File: src/rtl/lbw_pkg.sv
package lbw_pkg;
  typedef enum logic [2:0] {
    HS_UNARMED = 3'd0,
    HS_ARMED   = 3'd1,
    HS_HOLD    = 3'd2,
    HS_RELOCK  = 3'd3,
    HS_TIMER   = 3'd4
  } hs_state_e;
endpackage

File: src/rtl/lbw_lock_qual.sv
module lbw_lock_qual #(
  parameter int unsigned LOCK_CNT = 8
) (
  input  logic clk_i,
  input  logic rst_ni,
  input  logic clr_i,
  input  logic lol_i,
  input  logic pd_cycle_i,
  output logic qual_o
);
  localparam int unsigned W = $clog2(LOCK_CNT + 1);
  localparam logic [W-1:0] CNT_MAX = W'(LOCK_CNT);

  logic [W-1:0] cnt_q;

  always_ff @(posedge clk_i or negedge rst_ni) begin
    if (!rst_ni)                     cnt_q <= '0;
    else if (clr_i || lol_i)         cnt_q <= '0;
    else if (pd_cycle_i && cnt_q != CNT_MAX) cnt_q <= cnt_q + 1'b1;
  end

  assign qual_o = (cnt_q == CNT_MAX);

  assert_lol_clears_R4: assert property (@(posedge clk_i) disable iff (!rst_ni)
    lol_i |=> !qual_o);
  assert_cnt_bounded_R3: assert property (@(posedge clk_i) disable iff (!rst_ni)
    cnt_q <= CNT_MAX);
  assert_idle_holds_R4: assert property (@(posedge clk_i) disable iff (!rst_ni)
    (!pd_cycle_i && !lol_i && !clr_i) |=> $stable(cnt_q));
endmodule

File: src/rtl/lbw_wbw_timer.sv
module lbw_wbw_timer #(
  parameter int unsigned TIMER_CYC = 35
) (
  input  logic clk_i,
  input  logic rst_ni,
  input  logic load_i,
  input  logic en_i,
  output logic zero_o
);
  localparam int unsigned W = (TIMER_CYC < 2) ? 1 : $clog2(TIMER_CYC);
  localparam logic [W-1:0] LOAD_VAL = W'(TIMER_CYC - 1);

  logic [W-1:0] cnt_q;

  always_ff @(posedge clk_i or negedge rst_ni) begin
    if (!rst_ni)                   cnt_q <= '0;
    else if (load_i)               cnt_q <= LOAD_VAL;
    else if (en_i && cnt_q != '0)  cnt_q <= cnt_q - 1'b1;
  end

  assign zero_o = (cnt_q == '0);

  assert_tmr_bounded_R8: assert property (@(posedge clk_i) disable iff (!rst_ni)
    cnt_q <= LOAD_VAL);
  assert_tmr_moves_R8: assert property (@(posedge clk_i) disable iff (!rst_ni)
    (en_i && !load_i && !zero_o) |=> !$stable(cnt_q));
endmodule

File: src/rtl/lbw_hs_fsm.sv
module lbw_hs_fsm
  import lbw_pkg::*;
(
  input  logic clk_i,
  input  logic rst_ni,
  input  logic hs_en_i,
  input  logic qual_i,
  input  logic lol_i,
  input  logic lol_rise_i,
  input  logic tmr_zero_i,
  output logic lq_clr_o,
  output logic tmr_load_o,
  output logic tmr_en_o,
  output logic hs_narrow_o,
  output logic hold_o
);
  hs_state_e state_q, state_d;

  always_comb begin
    state_d = state_q;
    unique case (state_q)
      HS_UNARMED: if (hs_en_i && qual_i) state_d = HS_ARMED;
      HS_ARMED: begin
        if (!hs_en_i)        state_d = HS_UNARMED;
        else if (lol_rise_i) state_d = HS_HOLD;
      end
      HS_HOLD:   state_d = HS_RELOCK;
      HS_RELOCK: if (qual_i) state_d = HS_TIMER;
      HS_TIMER: begin
        if (lol_i)           state_d = HS_RELOCK;
        else if (tmr_zero_i) state_d = HS_ARMED;
      end
      default:   state_d = HS_UNARMED;
    endcase
  end

  always_ff @(posedge clk_i or negedge rst_ni) begin
    if (!rst_ni) state_q <= HS_UNARMED;
    else         state_q <= state_d;
  end

  assign hold_o      = (state_q == HS_HOLD);
  assign lq_clr_o    = hold_o;
  assign tmr_load_o  = (state_q == HS_RELOCK) && qual_i;
  assign tmr_en_o    = (state_q == HS_TIMER);
  assign hs_narrow_o = (state_q == HS_HOLD) || (state_q == HS_RELOCK) || (state_q == HS_TIMER);

  assert_hold_one_cycle_R6: assert property (@(posedge clk_i) disable iff (!rst_ni)
    (state_q == HS_HOLD) |=> (state_q == HS_RELOCK));
  assert_no_trig_disabled_R5: assert property (@(posedge clk_i) disable iff (!rst_ni)
    !hs_en_i |=> (state_q != HS_HOLD));
  assert_timer_lol_R9: assert property (@(posedge clk_i) disable iff (!rst_ni)
    ((state_q == HS_TIMER) && lol_i) |=> (state_q == HS_RELOCK));
  assert_rearm_R10: assert property (@(posedge clk_i) disable iff (!rst_ni)
    ((state_q == HS_TIMER) && !lol_i && tmr_zero_i) |=> (state_q == HS_ARMED));
endmodule

File: src/rtl/loop_bw_seq.sv
module loop_bw_seq
  import lbw_pkg::*;
#(
  parameter int unsigned LOCK_CNT  = 8,
  parameter int unsigned TIMER_CYC = 35
) (
  input  logic clk_i,
  input  logic rst_ni,
  input  logic init_i,
  input  logic nbw_req_i,
  input  logic lol_i,
  input  logic pd_cycle_i,
  input  logic hs_en_i,
  input  logic pbo_en_i,
  output logic narrow_o,
  output logic pd_en_o,
  output logic pbo_req_o
);
  logic lol_q, init_done_q;
  logic qual, lq_clr, tmr_load, tmr_en, tmr_zero, hs_narrow, hold;
  logic lol_rise;

  assign lol_rise = lol_i & ~lol_q;

  always_ff @(posedge clk_i or negedge rst_ni) begin
    if (!rst_ni) begin
      lol_q       <= 1'b0;
      init_done_q <= 1'b0;
    end else begin
      lol_q <= lol_i;
      if (!init_i)   init_done_q <= 1'b0;
      else if (qual) init_done_q <= 1'b1;
    end
  end

  lbw_lock_qual #(.LOCK_CNT(LOCK_CNT)) u_lock_qual (
    .clk_i      (clk_i),
    .rst_ni     (rst_ni),
    .clr_i      (lq_clr),
    .lol_i      (lol_i),
    .pd_cycle_i (pd_cycle_i),
    .qual_o     (qual)
  );

  lbw_wbw_timer #(.TIMER_CYC(TIMER_CYC)) u_wbw_timer (
    .clk_i  (clk_i),
    .rst_ni (rst_ni),
    .load_i (tmr_load),
    .en_i   (tmr_en),
    .zero_o (tmr_zero)
  );

  lbw_hs_fsm u_hs_fsm (
    .clk_i       (clk_i),
    .rst_ni      (rst_ni),
    .hs_en_i     (hs_en_i),
    .qual_i      (qual),
    .lol_i       (lol_i),
    .lol_rise_i  (lol_rise),
    .tmr_zero_i  (tmr_zero),
    .lq_clr_o    (lq_clr),
    .tmr_load_o  (tmr_load),
    .tmr_en_o    (tmr_en),
    .hs_narrow_o (hs_narrow),
    .hold_o      (hold)
  );

  assign narrow_o  = hs_narrow | (init_i & nbw_req_i & init_done_q);
  assign pd_en_o   = ~hold;
  assign pbo_req_o = hold & pbo_en_i;

  assert_pbo_in_hold_R7: assert property (@(posedge clk_i) disable iff (!rst_ni)
    pbo_req_o |-> !pd_en_o);
  assert_pd_off_short_R6: assert property (@(posedge clk_i) disable iff (!rst_ni)
    !pd_en_o |=> pd_en_o);
  assert_narrow_on_reenable_R8: assert property (@(posedge clk_i) disable iff (!rst_ni)
    $rose(pd_en_o) |-> narrow_o);
  assert_pd_off_narrow_R6: assert property (@(posedge clk_i) disable iff (!rst_ni)
    !pd_en_o |-> narrow_o);
endmodule

File: config.mk
export PLATFORM = sky130hd
export DESIGN_NAME = loop_bw_seq
export DESIGN_NICKNAME = d
export VERILOG_FILES = /design/src/rtl/lbw_pkg.sv /design/src/rtl/lbw_lock_qual.sv /design/src/rtl/lbw_wbw_timer.sv /design/src/rtl/lbw_hs_fsm.sv /design/src/rtl/loop_bw_seq.sv
export SDC_FILE = /design/constraint.sdc
export NUM_CORES = 1
export LEC_CHECK = 0
export ABC_AREA = 1
export BUFFER_PORTS_ARGS = -buffer_cell sky130_fd_sc_hd__clkbuf_2
export CORE_MARGIN = 2
export CORE_UTILIZATION = 25
export CTS_BUF_LIST = sky130_fd_sc_hd__clkbuf_4
export DETAILED_ROUTE_END_ITERATION = 8
export SLEW_MARGIN = 20
export SYNTH_ARGS = -nofsm -noshare
export SYNTH_HDL_FRONTEND = slang
export SYNTH_HIERARCHICAL = 1
export SYNTH_SLANG_ARGS = --single-unit
File: constraint.sdc
create_clock -name clk_i -period 2.95 [get_ports clk_i]
set_input_delay 0.59 -clock clk_i [delete_from_list [all_inputs] [get_ports clk_i]]
set_output_delay 0.59 -clock clk_i [all_outputs]
set_load 0.05 [all_outputs]
; Yosys cells after proc, flatten, opt, wreduce, memory -nomap -nowiden
; Index checks and enable logic that the tools add are counted.
[word_totals]
in_bits = 8
reg_bits = 15
wordCells = 51
out_inout_bits = 3
[op_classes]
reduce_logical = 13
n_mux = 13
eq_ne = 11
add_sub_neg = 2
bitwise = 7
[op_table]
columns = op, n
row1 = two-way mux 3 bit, 6
row2 = one-hot mux 3 bit (5 select lines), 1
row3 = two-way mux 6 bit, 2
row4 = two-way mux 4 bit, 2
row5 = "== test 3 x 2 -> 1 bit, second input constant", 2
row6 = zero test 6 bit, 1
row7 = "inequality test 2 x 1 -> 1 bit, second input constant", 3
row8 = "inequality test 3 bit, second input constant", 2
row9 = nonzero test 6 bit, 1
row10 = "subtractor 6 x 1 -> 6 bit, second input constant", 1
row11 = "adder 4 x 1 -> 4 bit, second input constant", 1
row12 = bitwise AND 1 bit, 4
row13 = "== test 4 bit, second input constant", 1
row14 = logical AND 1 bit, 4
row15 = "inequality test 4 bit, second input constant", 1
row16 = AND reduction 4 bit, 1
row17 = nonzero test 2 bit, 2
row18 = "== test 3 x 1 -> 1 bit, second input constant", 1
row19 = "== test 3 bit, second input constant", 1
row20 = zero test 3 bit, 1
row21 = logical OR 1 bit, 3
row22 = two-way mux 1 bit, 2
row23 = NOT 1 bit, 2
row24 = OR 1 bit, 1

; Depth between registers and ports, before layout
; Gate-level depths: netlist (run 1).
[depth]
ltp_word = 5
depth_mapped = 10
ltp_nobuf = 10

; Hierarchy
; The synthesis (run 1) kept the hierarchy.
[modules_own_cells]
columns = module, seq_area_each_um2, cells_per_inst, area_each_um2, n_inst
row1 = lbw_wbw_timer, 150.1, 50, 399.1, 1
row2 = lbw_lock_qual, 100.1, 30, 237.7, 1
row3 = lbw_hs_fsm, 75.1, 39, 235.2, 1
row4 = loop_bw_seq, 50.0, 13, 92.6, 1

; Worst setup path before layout (run 1)
; No wires, ideal clock.
[synth_timing]
path_type = register to output
startpoint = register u_hs_fsm.state_q[0]
endpoint = output narrow_o
required_time_ps = 2360
path_buffers = 0
path_slack_ps = 991
arrival_time_ps = 1369
path_stages_with_launch = 5
path_cell_list = dfrtp_1 > nor3_2 > o21bai_1 > inv_1 > nand2_1
[synth_via]
word_cells_on_any_way = 6
cone_classes = eq/ne (3) / bitwise (1) / reduce/logical (2)
[synth_rtl]
columns = item, line
row1 = "start, declared", lbw_hs_fsm.sv:17  ; hs_state_e state_q, state_d;
row2 = "start signal, assigned", lbw_hs_fsm.sv:39  ; else state_q <= state_d;
row3 = == test 3 bit, -
row4 = named net tmr_en, loop_bw_seq.sv:20  ; logic qual, lq_clr, tmr_load, tmr_en, tmr_zero, hs_narrow, hold;
row5 = logical OR 1 bit, lbw_hs_fsm.sv:46  ; assign hs_narrow_o = (state_q == HS_HOLD) || (state_q == HS_RELOCK) || (state_q == HS_TIMER);
row6 = named net hs_narrow, loop_bw_seq.sv:20
row7 = OR 1 bit, loop_bw_seq.sv:68  ; assign narrow_o = hs_narrow | (init_i & nbw_req_i & init_done_q);
row8 = "end, declared", loop_bw_seq.sv:15  ; output logic narrow_o,
; The timed path passes the listed nets, and every way through them passes these cells.

; Worst setup path after layout (run 1)
; Ends and elaborated chain as after synthesis.

==> out/qor.yml, run 1 <==
global_routing:
  grt-ovfl-total: 0
  track_usage_pct: 9.41
  grt_pass1_wl_microns: 3150
  gr-usage-met1_pct: 11.9
  use_met2_pct: 14.5
  grt.busiest_layer: "met2"
  met3_usage_pct: 3.24
  grt_pass1_vias: 736
  grt_max_degree: 16
  antenna_found_initial: 0
clock_tree:
  cts.htree.levels: 1
  post_cts_buffers: 0
  tritoncts: "done"
  holdBufCountCts: 0
  root_buffer: "clkbuf_4"
  post_cts_resized: 0
  cts_sinks: 15
  clockBufferDepth: 2
  clkSlewWorstSetupHoldPaths_ns: 0.10
  clk_latency_ns: 0.28
  cts_buffers: 3
synthesis:
  synth_area_sq_um: 965
  syn_nets: 144
  ys_ff_latch: 15
  ys_seq_area_share_pct: 38.9
  avgSynthCellArea_sq_um: 7.31
  synth_cell_types: 22
  yosys_warnings: 6
  synth_cells: 132
min_path:
  hold_class: "primary input to asynchronous set/reset pin"
final_layout:
  antenna_cells: 0
  fin_nets: 158
  fill_cells: 405
  drive_above_1_share_pct: 15.9
  area_growth_pct: 13.7
timing:
  whs_ns: 0.219
  drv_slew: 0
  hold_viol_final: 0
  period_needed_ns: 2.34
  setup_violations: 0
  worst_pin_slew_ns: 0.481
  fmaxAchievable_mhz: 428
  finalSetupTns_ns: 0
  skew_ns: 0.00743
  rsz0062_at_grt: "false"
  min_period_over_period_pct: 79.3
  slew-limit-headroom_pct: 67.8
die:
  ioPinCount: 11
  start_util_pct: 26.2
  fp.dieArea_sq_um: 4370
  rows: 22
  die_y_microns: 66.1
  core_area_sq_um: 3690
  die_w_microns: 66.1
critical_path:
  worst_setup_path_end_kind: "primary output"
  cp_max_fo: 7
  slowest_delay_ns: 0.47
  crit_arrival_ns: 1.75
  worstPathBufferInverterCount: 2
  crit_chain: "nor3_2 > o21bai_1 > inv_1 > nand2_1 > clkbuf_2"
  start_kind: "flop"
  slowest_stage: "nor3_2"
  path_delay_family: "simple AND/OR/NAND/NOR gates"
  timing.rr.start: "u_lock_qual/cnt_q[0]"
  crit_required_ns: 2.36
  startpoint: "u_hs_fsm/state_q[0]"
  criticalPathCategory: "flop to primary output"
placement:
  port_buffers: 10
  dpl.hpwl_microns: 1350
  globalplace.congestion: 0.773
routing:
  drc: 0
  vias: 822
  drt_iter0_markers: 53
  wl_microns: 1720
  viasPerCell: 4.26
  first_pass_iters: 4
  routedWlPerCell_microns: 8.92
  ant_nets: 0
outcome:
  outcome: "completed"
power_and_ir_drop:
  ir_worst_vdd_uv: 134
  power.density_nw_per_um2: 485
  power.leakage_nw: 0.605
flow_run:
  cap_violations: 0
[per-layer routing]
layer,wire [microns],up-vias
li1,-,443
met3,75,2
met2,719,7
met1,905,370
met5,0,-
met4,21,0
[logic make-up after synthesis]
family                   synth area share [%]
flip-flops                               38.9
buffers and inverters                    10.4
adder cells (fa/ha/maj)                  5.19
AND/OR/NAND/NOR                          40.2
XOR/XNOR                                0.908
AO/OA/AOI/OAI                            4.41
[final timing paths]
check                      cells past startpoint  slack, ns                    to
setup / recovery                               5       0.61              narrow_o
hold / removal                                 1       0.22  u_wbw_timer/cnt_q[4]
setup reg to reg                               9       1.41  u_wbw_timer/cnt_q[2]
hold reg to reg                                2       0.50           init_done_q
max in group asynchronous                      1       2.44  u_lock_qual/cnt_q[0]
min in group clk_i                             2       0.50           init_done_q
[cells in the mapped netlist]
master	instances	area (sq um)
xor2_1	1	8.76
nor2_1	15	56.3
nand2_1	35	131
dfrtp_1	15	375
nor3_2	1	10.0
nand3b_1	2	15.0
o21ai_0	2	10.0
nor2_2	1	6.26
nand3_1	16	80.1
nand3_4	1	17.5
inv_2	1	3.75
ha_1	4	50.1
o21ai_2	1	8.76
o21bai_1	1	7.51
a21oi_1	2	10.0
buf_4	1	7.51
nand2_4	1	11.3
a31oi_1	1	6.26
inv_1	22	82.6
inv_4	1	6.26
nor2_4	2	22.5
nand4_1	6	37.5
[cell type report]
type | instances | area (sq um) | area share, %
multi-input cells | 92 | 489 | 44.6
inverters | 24 | 92.6 | 8.44
clock buffers | 4 | 30.0 | 2.74
flip-flops and latches | 15 | 375 | 34.2
well taps | 48 | 60.1 | 5.47
repair buffers | 10 | 50.0 | 4.56
[state kept, by name, summed over array words and instances, names as in the netlist]
signal,cells
u_hs_fsm/state_q,3
lol_q,1
init_done_q,1
u_lock_qual/cnt_q,4
u_wbw_timer/cnt_q,6
[cells in the final DEF, fill, tap and decap left out, types with 2 or more instances in the layout]
cell type and n:
a21oi_1 2, clkbuf_2 10, clkbuf_4 4, dfrtp_1 15, ha_1 4, inv_1 22
nand2_1 35, nand3_1 16, nand3b_1 2, nand4_1 6, nor2_1 15, nor2_4 2
o21ai_0 2
[report_power, final]
part / switching, W / internal (W)
Combinational: 0.000108 / 0.0000501
Sequential: 0.0000243 / 0.000222
Clock: 0.0000658 / 0.0000616
[metrics by stage]
stage	utilization, %	worst slack [ns]	cell area [sq um]	instances	power [W]
finish	29.7	0.611	1100	193	0.000532
CTS	29.7	0.590	1100	193	0.000542
global placement	28.9	0.948	1070	189	0.000411
detailed placement	28.9	0.897	1070	189	0.000410
global route	29.7	0.470	1100	193	0.000571
floorplan	-	0.991	965	132	0.000375
Power figures use the tool's default switching activity.
==> run 2, diff against run 1 <==
- ABC_AREA: 1 -> 0
- clock period: 2.95 -> 2.3 ns (I/O delays scaled with it)
==> out/qor.yml, run 2 <==
synthesis:
  ys.flop_type: "dfrtp_1"  # unchanged
  synth_top_area_cell: "dfrtp_1"  # unchanged
  avgSynthCellArea_sq_um: 9.48  # was 7.31 sq um
  synth_area_sq_um: 967  # was 965 sq um
  syn_nets: 114  # was 144
  synth_common_cells: "15 x dfrtp_1, 9 x nand2_1, 9 x nor2_1"  # was 35 x nand2_1, 22 x inv_1, 16 x nand3_1
  synth_edf_count: 0  # unchanged
  yosys_warnings: 6  # unchanged
  ys_ff_latch: 15  # unchanged
  synth.top_cell.area_share_pct: 38.8  # was 38.9%
  synth_cells: 102  # was 132
  synth_cell_types: 41  # was 22
  yosys-top-cells-area: "dfrtp_1 39%, ha_1 5.2%, mux2i_1 5.2%"  # was dfrtp_1 39%, nand2_1 14%, inv_1 8.6%
  synth_most_common_cell: "dfrtp_1"  # was nand2_1
  synth-async-reset-ratio_pct: 100  # unchanged
  ys_seq_area_share_pct: 38.8  # was 38.9%
timing:
  min_period_over_period_pct: 92.6
  skew_ns: 0.00631  # was 0.00743 ns
  drv_slew: 0  # unchanged
  whs_ns: 0.0786  # was 0.219 ns
  finalSetupTns_ns: 0  # unchanged
  setup_violations: 0  # unchanged
  period_needed_ns: 2.13
  fmaxAchievable_mhz: 469
  hold_viol_final: 0  # unchanged
  slew-limit-headroom_pct: 69.6  # was 67.8%
  rsz0062_at_grt: "false"  # unchanged
  worst_pin_slew_ns: 0.456  # was 0.481 ns
  setup_slack_ns: 0.170  # was 0.611 ns
global_routing:
  grt_max_degree: 16  # unchanged
  track_usage_pct: 10.2  # was 9.41%
  grt-ovfl-total: 0  # unchanged
  grt_pass1_vias: 801  # was 736
  antenna_found_initial: 0  # unchanged
  grt_pass1_wl_microns: 3440  # was 3150 microns
final_layout:
  drive_above_1_share_pct: 21.7  # was 15.9%
  final_common_cell: "dfrtp_1"  # was nand2_1
  fill_cells: 405  # unchanged
  reg_top3: "u_wbw_timer/cnt_q x6, u_lock_qual/cnt_q x4, u_hs_fsm/state_q x3"  # unchanged
  regMostFlops: "u_wbw_timer/cnt_q"  # unchanged
  finalInstanceArea_sq_um: 1110  # was 1100 sq um
  final_cell_mix: "15 x dfrtp_1, 10 x clkbuf_2, 9 x nor2_1, 9 x nand2_1, 7 x inv_1"  # was 35 x nand2_1, 22 x inv_1, 16 x nand3_1
  fin_nets: 128  # was 158
  largest_reg_flops: 6  # unchanged
  area_growth_pct: 14.4  # was 13.7%
  antenna_cells: 0  # unchanged
die:
  die_y_microns: 66.2  # was 66.1 microns
  rows: 22  # unchanged
  fp.dieArea_sq_um: 4380  # was 4370 sq um
  ioPinCount: 11  # unchanged
  die_w_microns: 66.2  # was 66.1 microns
  core_area_sq_um: 3690  # unchanged
  start_util_pct: 26.2  # about the same
flow_run:
  cap_violations: 0  # unchanged
power_and_ir_drop:
  ir_worst_vdd_uv: 134  # about the same
  power.density_nw_per_um2: 423  # was 485 nW/um^2
  power.leakage_nw: 0.515  # was 0.605 nW
routing:
  ant_nets: 0  # unchanged
  vias: 770  # was 822
  wl_microns: 1940  # was 1720 microns
  drt_iter0_markers: 90  # was 53
  routedWlPerCell_microns: 11.9  # was 8.92 microns
  first_pass_iters: 4  # unchanged
  drc: 0  # unchanged
  viasPerCell: 4.72  # was 4.26
critical_path:
  crit_chain: "nor3_1 > or2_2 > a31o_1 > clkbuf_2"  # was nor3_2 > o21bai_1 > inv_1 > nand2_1 > clkbuf_2
  worst_setup_path_end_kind: "primary output"  # unchanged
  start_kind: "flop"  # unchanged
  slowest_delay_ns: 0.52  # was 0.47 ns
  cp_max_fo: 10  # was 7
  slowest_stage: "dfrtp_1"  # was nor3_2
  crit_required_ns: 1.84  # was 2.36 ns
  criticalPathCategory: "flop to primary output"  # unchanged
  crit_arrival_ns: 1.67  # was 1.75 ns
placement:
  globalplace.congestion: 0.816  # was 0.773
  port_buffers: 10  # unchanged
  dpl_worst_slack_ns: 0.330  # was 0.897 ns
  place_area_sq_um: 1070  # about the same
  dpl.hpwl_microns: 1470  # was 1350 microns
clock_tree:
  cts_buffers: 3  # unchanged
  clk_latency_ns: 0.29  # was 0.28 ns
  clkSlewWorstSetupHoldPaths_ns: 0.09  # was 0.10 ns
  cts_sinks: 15  # unchanged
  cts.htree.levels: 1  # unchanged
  post_cts_buffers: 0  # unchanged
  clockBufferDepth: 2  # unchanged
  holdBufCountCts: 0  # unchanged
  tritoncts: "done"  # unchanged
  root_buffer: "clkbuf_4"  # unchanged
min_path:
  hold_class: "primary input to asynchronous set/reset pin"  # unchanged
outcome:
  outcome: "completed"  # unchanged
==> run 2: path summary, 6_finish.rpt <==
| path | start | endpoint | slack, ns | cells after the start |
|---|---|---|---|---|
| worst max-delay path | u_hs_fsm/state_q[0] | narrow_o | 0.17 | 4 |
| worst min-delay path | rst_ni | u_lock_qual/cnt_q[2] | 0.08 | 1 |
| worst max register to register | u_lock_qual/cnt_q[0] | u_wbw_timer/cnt_q[1] | 0.32 | 8 |
| worst min register to register | init_done_q | init_done_q | 0.49 | 1 |
| max in group asynchronous | rst_ni | u_wbw_timer/cnt_q[2] | 1.94 | 1 |
| min in group clk_i | lol_i | lol_q | 0.37 | 1 |
==> run 2: repair_timing <==
| action | in CTS | in global routing |
|---|---|---|
| gates resized for setup | 0 | 1 |
| setup endpoints to repair | 0 | 1 |
| endpoints found under the hold margin | 0 | 0 |
==> run 2: area by class of cell <==
type,instances,area (sq um),area share (%)
clock buffer,4,30.0,2.71
inverter,7,26.3,2.38
multi-input combinational,76,542,49.0
sequential,15,375,33.9
tap,48,60.1,5.43
timing repair buffer,13,72.6,6.56
==> run 2: power by group <==
| group | switching (W) | internal (W) | leakage [nW] | total [W] |
|---|---|---|---|---|
| registers | 0.00000430 | 0.000268 | 0.206 | 0.000272 |
| logic | 0.0000187 | 0.0000128 | 0.291 | 0.0000315 |
| clock network | 0.0000849 | 0.0000792 | 0.0184 | 0.000164 |
==> run 2: routing by layer <==
metal  share of wire, %  up-vias  track usage [%]
met4                2.1        0             5.36
met2                 50       11             18.9
li1                   -      388                -
met1                 44      366             11.2
met5                  0        -                0
met3                3.3        5             1.53
==> run 2: critical path: cells and delay by family (launching register included) <==
family          cells  cell delay, ns
flops               1            0.52
compound gates      1            0.18
buf+inv             1            0.23
simple gates        2            0.45
==> run 2: through the flow <==
stage	cells	total power (W)	util, %
after global placement	159	0.000308	29.0
after global routing	163	0.000493	30.0
final	163	0.000468	30.0
after floorplan	102	0.000291	-
after detailed placement	159	0.000310	29.0
after CTS	163	0.000479	29.9
==> run 2: kinds of logic after synthesis <==
| logic type | synth area share, % |
|---|---|
| flops | 38.8 |
| simple gates | 29.4 |
| xor+xnor | 1.81 |
| buf+inv | 5.69 |
| compound gates | 14.0 |
| fa+ha+maj | 5.17 |
| mux | 5.17 |
